[src/rtl/spread_tri_pkg.sv]
package spread_tri_pkg;

  typedef enum logic [1:0] {
    ST_IDLE = 2'd0,
    ST_RUN  = 2'd1,
    ST_RET  = 2'd2
  } sweep_state_t;

  // Peak deviation in offset units for a code, clamped to the top level.
  function automatic int unsigned span_units(input int unsigned code,
                                             input int unsigned unit_step,
                                             input int unsigned levels);
    int unsigned c;
    c = (code > levels - 1) ? levels - 1 : code;
    return (c + 1) * unit_step;
  endfunction

endpackage

[src/rtl/spread_tri_cfg.sv]
module spread_tri_cfg #(
  parameter int CODE_W = 4,
  parameter int RATE_W = 16,
  parameter int OFF_W  = 10,
  parameter int LEVELS = 10,
  parameter int CSTEP  = 25,
  parameter int DSTEP  = 50
) (
  input  logic                    clk,
  input  logic                    rst,
  input  logic                    load,
  input  logic                    down_i,
  input  logic [CODE_W-1:0]       code_i,
  input  logic [RATE_W-1:0]       rate_i,
  output logic                    down_q,
  output logic signed [OFF_W-1:0] hi_q,
  output logic signed [OFF_W-1:0] lo_q,
  output logic [RATE_W-1:0]       rate_q
);
  import spread_tri_pkg::*;

  localparam logic [RATE_W-1:0] RATE_ONE = RATE_W'(1);

  logic signed [OFF_W-1:0] amp_c;
  logic signed [OFF_W-1:0] amp_d;

  always_comb begin
    amp_c = OFF_W'(span_units(32'(code_i), CSTEP, LEVELS));
    amp_d = OFF_W'(span_units(32'(code_i), DSTEP, LEVELS));
  end

  always_ff @(posedge clk) begin
    if (rst) begin
      down_q <= 1'b0;
      hi_q   <= OFF_W'(CSTEP);
      lo_q   <= -OFF_W'(CSTEP);
      rate_q <= RATE_ONE;
    end else if (load) begin
      down_q <= down_i;
      hi_q   <= down_i ? '0 : amp_c;
      lo_q   <= down_i ? -amp_d : -amp_c;
      rate_q <= (rate_i == '0) ? RATE_ONE : rate_i;
    end
  end

endmodule

[src/rtl/spread_tri_tick.sv]
module spread_tri_tick #(
  parameter int RATE_W = 16
) (
  input  logic              clk,
  input  logic              rst,
  input  logic              clr,
  input  logic [RATE_W-1:0] rate_q,
  output logic              step
);
  logic [RATE_W-1:0] cnt_q;

  assign step = !clr && (cnt_q == rate_q - RATE_W'(1));

  always_ff @(posedge clk) begin
    if (rst || clr) begin
      cnt_q <= '0;
    end else if (step) begin
      cnt_q <= '0;
    end else begin
      cnt_q <= cnt_q + RATE_W'(1);
    end
  end

endmodule

[src/rtl/spread_tri_ramp.sv]
module spread_tri_ramp #(
  parameter int OFF_W = 10
) (
  input  logic                    clk,
  input  logic                    rst,
  input  logic                    en_i,
  input  logic                    down_i,
  input  logic                    step,
  input  logic signed [OFF_W-1:0] hi_q,
  input  logic signed [OFF_W-1:0] lo_q,
  output logic                    start,
  output logic                    idle,
  output logic signed [OFF_W-1:0] off_q,
  output logic                    nom_q
);
  import spread_tri_pkg::*;

  localparam logic signed [OFF_W-1:0] ONE = OFF_W'(1);

  sweep_state_t            st_q, st_n;
  logic                    up_q, up_n;
  logic signed [OFF_W-1:0] off_n;
  logic signed [OFF_W-1:0] off_inc;
  logic signed [OFF_W-1:0] off_dec;
  logic signed [OFF_W-1:0] off_home;

  assign off_inc  = off_q + ONE;
  assign off_dec  = off_q - ONE;
  assign off_home = (off_q > 0) ? off_dec : off_inc;
  assign idle     = (st_q == ST_IDLE);

  always_comb begin
    st_n  = st_q;
    up_n  = up_q;
    off_n = off_q;
    start = 1'b0;
    case (st_q)
      ST_IDLE: begin
        if (en_i) begin
          st_n  = ST_RUN;
          up_n  = !down_i;
          off_n = '0;
          start = 1'b1;
        end
      end
      ST_RUN: begin
        if (!en_i) begin
          if (off_q == '0) begin
            st_n = ST_IDLE;
          end else begin
            st_n = ST_RET;
            if (step) off_n = off_home;
          end
        end else if (step) begin
          if (up_q) begin
            off_n = off_inc;
            if (off_inc == hi_q) up_n = 1'b0;
          end else begin
            off_n = off_dec;
            if (off_dec == lo_q) up_n = 1'b1;
          end
        end
      end
      ST_RET: begin
        if (off_q == '0) begin
          st_n = ST_IDLE;
        end else if (step) begin
          off_n = off_home;
          if (off_home == '0) st_n = ST_IDLE;
        end
      end
      default: st_n = ST_IDLE;
    endcase
  end

  always_ff @(posedge clk) begin
    if (rst) begin
      st_q  <= ST_IDLE;
      up_q  <= 1'b1;
      off_q <= '0;
      nom_q <= 1'b1;
    end else begin
      st_q  <= st_n;
      up_q  <= up_n;
      off_q <= off_n;
      nom_q <= (off_n == '0);
    end
  end

endmodule

[src/rtl/spread_tri_gen.sv]
module spread_tri_gen #(
  parameter int CODE_W = 4,
  parameter int RATE_W = 16,
  parameter int OFF_W  = 10,
  parameter int LEVELS = 10,
  parameter int CSTEP  = 25,
  parameter int DSTEP  = 50
) (
  input  logic              clk,
  input  logic              rst,
  input  logic              spread_en_i,
  input  logic              down_mode_i,
  input  logic [CODE_W-1:0] mag_code_i,
  input  logic [RATE_W-1:0] step_ticks_i,
  output logic [OFF_W-1:0]  offset_o,
  output logic              nominal_o
);
  logic                    start;
  logic                    idle;
  logic                    step;
  logic                    sweep_down;
  logic signed [OFF_W-1:0] hi_q;
  logic signed [OFF_W-1:0] lo_q;
  logic [RATE_W-1:0]       rate_q;
  logic signed [OFF_W-1:0] off_q;

  spread_tri_cfg #(
    .CODE_W(CODE_W), .RATE_W(RATE_W), .OFF_W(OFF_W),
    .LEVELS(LEVELS), .CSTEP(CSTEP), .DSTEP(DSTEP)
  ) u_cfg (
    .clk(clk), .rst(rst), .load(start),
    .down_i(down_mode_i), .code_i(mag_code_i), .rate_i(step_ticks_i),
    .down_q(sweep_down), .hi_q(hi_q), .lo_q(lo_q), .rate_q(rate_q)
  );

  spread_tri_tick #(.RATE_W(RATE_W)) u_tick (
    .clk(clk), .rst(rst), .clr(idle), .rate_q(rate_q), .step(step)
  );

  spread_tri_ramp #(.OFF_W(OFF_W)) u_ramp (
    .clk(clk), .rst(rst), .en_i(spread_en_i), .down_i(down_mode_i),
    .step(step), .hi_q(hi_q), .lo_q(lo_q),
    .start(start), .idle(idle), .off_q(off_q), .nom_q(nominal_o)
  );

  assign offset_o = off_q;

endmodule

[config.mk]
export PLATFORM = sky130hd
export DESIGN_NAME = spread_tri_gen
export DESIGN_NICKNAME = d
export VERILOG_FILES = /design/src/rtl/spread_tri_pkg.sv /design/src/rtl/spread_tri_cfg.sv /design/src/rtl/spread_tri_tick.sv /design/src/rtl/spread_tri_ramp.sv /design/src/rtl/spread_tri_gen.sv
export SDC_FILE = /design/constraint.sdc
export NUM_CORES = 1
export LEC_CHECK = 0
export ABC_AREA = 1
export BUFFER_PORTS_ARGS = -buffer_cell sky130_fd_sc_hd__buf_2
export CAP_MARGIN = 15
export CORE_MARGIN = 1
export CORE_UTILIZATION = 50
export DETAILED_ROUTE_END_ITERATION = 7
export HOLD_SLACK_MARGIN = 0.05
export PLACE_DENSITY = 0.72
export SLEW_MARGIN = 20
export SYNTH_ARGS = -nofsm -noshare
export SYNTH_HDL_FRONTEND = slang
export SYNTH_SLANG_ARGS = --single-unit
[constraint.sdc]
create_clock -name clk -period 5.1 [get_ports clk]
set_input_delay 1.02 -clock clk [delete_from_list [all_inputs] [get_ports clk]]
set_output_delay 1.02 -clock clk [all_outputs]
set_load 0.03 [all_outputs]
---- Word-level counts from Yosys, hierarchy flattened ----
Index checks and enable logic that the tools add are counted.
operators by class
  mux-type cells .......................... 28
  $mul .................................... 2
  magnitude comparators ................... 2
  equal/unequal tests ..................... 11
  reductions and logical operators ........ 13
  add/subtract/negate cells ............... 7
operators with widths
  kind                   count
  $mux 10                9
  $add 32x1->32 const B  1
  $mul 32x5->10 const B  1
  $mul 32x5->9 const B   1
  $logic_not 10->1       3
  $pmux 10 s3            1
  $eq 10x10->1           2
  $neg 10->10            2
  $add 16x1->16 const B  1
  $eq 16x16->1           1
  $logic_not 16->1       1
  $mux 16                1
  $sub 16x1->16 const B  1
  $mux 2                 6
  $add 10x2->10 const B  1
  $gt 10x1->1 const B    1
  $sub 10x2->10 const B  1
  $mux 1                 8
  $ne 2x2->1 const B     4
  $reduce_and 4->1       2
  $pmux 2 s3             1
  $gt 4x4->1 const B     1
  $mux 4                 1
  $ne 3x1->1 const B     1
  other kinds (10)       11
word-level totals
  word-level logic and storage cells ...... 71
  output and inout bits ................... 11
  flip-flop bits (word level) ............. 66

---- Logic depth before layout (Yosys ltp) ----
  depth after elaboration ................. 8
  mapped depth ............................ 23
  mapped depth without buffers ............ 23

---- By module ----
Synthesis repeated with hierarchy kept, for this count alone.
unflattened totals
  cell total of the unflattened synthesis .. 896
  area, all modules ....................... 5474.0 um^2
by module, submodules not included
  module           cells an instance  times used  area each (um^2)
  spread_tri_ramp  396                1           2108.3
  spread_tri_cfg   276                1           2016.9
  spread_tri_tick  224                1           1348.8

---- Least setup slack after synthesis ----
No wires, ideal clock.
  kind .................................... input to register
  start ................................... input port mag_code_i[1]
  end ..................................... register u_cfg.lo_q[9]
  stages .................................. 20
  path buffers ............................ 0
  arrival time ............................ 3.929 ns
  setup slack ............................. 1.037 ns
  data required time ...................... 4.966 ns
  path through ............................ inv_1 a21oi_1 nor2_1 inv_1 ha_1 inv_1 xor2_1 inv_1 ha_1 ha_1 inv_1 fa_1 or2_2 nand2_1 inv_1 nor2_1 nand2_1 nor2_1 xnor2_1 o221ai_1
on the way
  word-level cells in the longest chain between the ends .. 6
  elaborated cells on any way between the ends .. 8
  those cells by class .................... 3 x add/sub; 2 x mul; 1 x order compare; 2 x mux
ends and longest elaborated chain
  element                                               RTL line              RTL
  start: declaration                                    spread_tri_gen.sv:13  input logic [CODE_W-1:0] mag_code_i,
  $gt 4x4->1                                            spread_tri_pkg.sv:14  c = (code > levels - 1) ? levels - 1 : code;
  $mux 4 *                                              spread_tri_pkg.sv:14
  $add 32x1->32 *                                       spread_tri_pkg.sv:15  return (c + 1) * unit_step;
  $mul 32x5->10 / $mul 32x5->9 (equally long branches)  spread_tri_pkg.sv:15
  $neg 10->10                                           spread_tri_cfg.sv:41  lo_q <= down_i ? -amp_d : -amp_c;
  $mux 10 *                                             spread_tri_cfg.sv:41
  end signal: assignment                                spread_tri_cfg.sv:36  lo_q <= -OFF_W'(CSTEP);
  end signal: assignment                                spread_tri_cfg.sv:41
  end: declaration                                      spread_tri_cfg.sv:17  output logic signed [OFF_W-1:0] lo_q,
Mark *: on every way between the ends. The rest lies on a longest branch, timed or not.
A chain may end at the register's enable or synchronous reset.

---- Final worst setup path ----
Same ends and word-level chain as after synthesis.

==> results by group <==
Detailed routing
  • Final WL: 13200 um
  • Via count: 5308
  • DRT antenna net count: 0
  • Pre-antenna DRT Iters: 5
  • Remaining DRCs: 0
  • Avg Vias per Cell: 5.30
  • WL/cell: 13.2 um
  • Starting DRT DRC Count: 240

Finish
  • Final nets: 907
  • Post-route insts no fill: 1002
  • Commonest non-fill, non-tap cell in the layout: nand2_1
  • Layout cells sized above 1: 0.106
  • Ant. Diodes: 0
  • Commonest cells after routing, fill and taps aside: nand2_1 (201), nor2_1 (116), inv_1 (102), nand3_1 (73), dfxtp_1 (65)
  • # fillers: 1051
  • Area grow syn2layout: 9.15%

GRT
  • Vias in the first global route: 4722
  • Global-route wire length before repair: 22300 um
  • Grt total ovfl: 0
  • Largest net degree at the start of global routing: 47
  • Initial antenna violation count: 0
  • All-Layer GR Usage: 0.254

Floorplanning
  • Row count: 37
  • Die Wd: 104 um
  • Core Area: 10200 um^2
  • Die ar.: 10900 um^2
  • Starting Density: 0.512
  • Die height: 104 um
  • Ports: 35

Synthesis
  • Synth Instances: 831
  • Sequential area share after synthesis: 0.248
  • Yosys warns: 0
  • Synth async-reset ratio: 0
  • Number of flops mapped to enable cells by yosys: 0
  • Synth Flop Type: dfxtp_1
  • Library cells used by synthesis: 44
  • Synth top area cells: dfxtp_1 (25%), nand2_1 (14%), nor2_1 (8.3%), inv_1 (7.3%), nand3_1 (7.0%)
  • Mean Syn Cell Area: 6.31 um^2
  • Yosys top cell area share: 0.248
  • Post-Syn Area: 5240 um^2
  • Leading area contributor after synthesis: dfxtp_1
  • Yosys reg bits: 65

Power and ir drop
  • Cell Int Power: 0.000898 W
  • Clock network power share: 0.333
  • PwrDens: 240 nW/um^2
  • P_sw: 0.000475 W
  • Total power: 0.00137 W
  • Seq pwr share: 0.411
  • Leak: 2.86 nW
  • Sw Share: 0.346
  • Combinational share of power: 0.256
  • Peak supply drop: 141 uV

Flow run
  • Max cap viols: 0

Placement
  • Gpl congestion: 0.942
  • # port buffers: 34
  • Setup slack at placement: 0.626 ns
  • HPWL after detailed placement: 10300 um
  • Dpl cells: 986

Clock tree
  • Number of post-CTS setup repair buffers: 0
  • CTS tree: built
  • CTS H-tree depth: 3
  • Clock-pin slew on the worst setup and hold paths: 0.07 ns
  • Longest Clk Path Bufs: 2
  • Resized cells post-CTS: 0
  • Root Driver: clkbuf_8
  • # clock sinks: 65
  • Clock Latency Late Sink: 0.35 ns
  • Hold Buf Count CTS: 0
  • Total CTS buffers: 9

STA
  • Slew at the pin with the worst max-slew slack: 0.838 ns
  • Final Max Slew Viols: 0
  • Post-Route Setup TNS: 0 ns
  • Final period util: 0.806
  • Setup WS post-layout: 0.989 ns
  • # setup viols final: 0
  • Endpoints failing hold: 0
  • Clock Skews: 0.0110 ns
  • Slew HR: 0.436
  • Final Critical Period: 4.11 ns
  • Achievable Freq: 243 MHz
  • RSZ-0062 raised after global routing: no

Critical path
  • Critical path class: in2reg
  • Reg2Reg Depth: 17
  • CP startpoint kind: primary input
  • Critical path arrival: 4.33 ns
  • Critical Path Fanout Max: 4
  • Worst path required time: 5.32 ns
  • Element type at the critical path end: register

Min path
  • WHS Path Cells: 2
  • Hold WC Path Type: reg2reg

Run status
  • Status: complete, no violations
[kinds of logic after synthesis]
kind of cell | count (synthesis) | synth area share
flip-flops | 65 | 0.248
AND/OR/NAND/NOR | 470 | 0.412
AO/OA/AOI/OAI | 97 | 0.109
XOR/XNOR | 49 | 0.0819
other | 1 | 0.000716
buffers and inverters | 127 | 0.0936
adder cells (fa/ha/maj) | 22 | 0.0540
[through the flow]
step           utilization  area, um^2  hold WS [ns]
6_report             0.559        5720         0.477
5_1_grt              0.559        5720         0.494
3_3_place_gp         0.539        5510         0.468
3_5_place_dp         0.539        5510         0.468
2_1_floorplan            -        5250         0.436
4_1_cts              0.559        5720         0.479
[per-layer routing]
| layer | track usage | routed length, um | vias up |
|---|---|---|---|
| met5 | 0 | 0 | - |
| met4 | 0.0918 | 289 | 0 |
| met3 | 0.0401 | 896 | 22 |
| met2 | 0.398 | 5710 | 170 |
| met1 | 0.351 | 6300 | 2364 |
| li1 | - | - | 2752 |
[path summary, 6_finish.rpt]
check / start / to / slack [ns]
setup reg to reg: u_ramp.off_q[0] / u_ramp.nom_q / 2.06
setup / recovery: mag_code_i[1] / u_cfg.lo_q[9] / 0.99
hold reg to reg: u_cfg.hi_q[5] / u_cfg.hi_q[5] / 0.48
hold / removal: u_cfg.hi_q[5] / u_cfg.hi_q[5] / 0.48
[cell usage after synthesis (10+ instances only)]
library cell and instances:
ha_1 21, dfxtp_1 65, a211oi_1 10, a21oi_1 32
xnor2_1 15, nand3_1 73, o21ai_0 33, nand2_1 201
xor2_1 34, nand4_1 18, clkbuf_1 11, inv_1 102
nor2_1 116
[critical path, stage by stage]
cell,delay (ns)
buf_2,0.10
inv_1,0.06
a21oi_1,0.07
nor2_1,0.17
inv_1,0.11
ha_1,0.19
inv_1,0.08
xor2_1,0.20
inv_1,0.11
ha_1,0.31
ha_1,0.31
inv_1,0.06
fa_1,0.45
or2_2,0.30
nand2_1,0.12
inv_1,0.07
nor2_1,0.13
nand2_1,0.09
nor2_1,0.12
xnor2_1,0.13
o221ai_1,0.12
[flip-flops by register name, summed over array words and instances (netlist names)]
name          flops
u_cfg.rate_q     16
u_tick.cnt_q     16
u_cfg.lo_q       10
u_ramp.off_q     10
u_cfg.hi_q        9
u_ramp.st_q       2
u_ramp.nom_q      1
u_ramp.up_q       1
[area by class of cell]
class                   instances  area (um^2)  share of cell area
clock inverters                 6         67.6              0.0118
flip-flops and latches         65         1300               0.228
multi-input cells             641         3460               0.604
inverters                     109          409              0.0715
clock buffers                  10          138              0.0241
well taps                     136          170              0.0298
repair buffers                 35          178              0.0311
[power groups by stage]
stage	clock [W]	sequential, W	combinational, W
finish	0.000458	0.000564	0.000352
global route	0.000486	0.000567	0.000402
CTS	0.000467	0.000563	0.000350
detailed placement	0	0.000575	0.000348
global placement	0	0.000575	0.000344
floorplan	0	0.000566	0.000281
(Power assumes the default switching activity.)
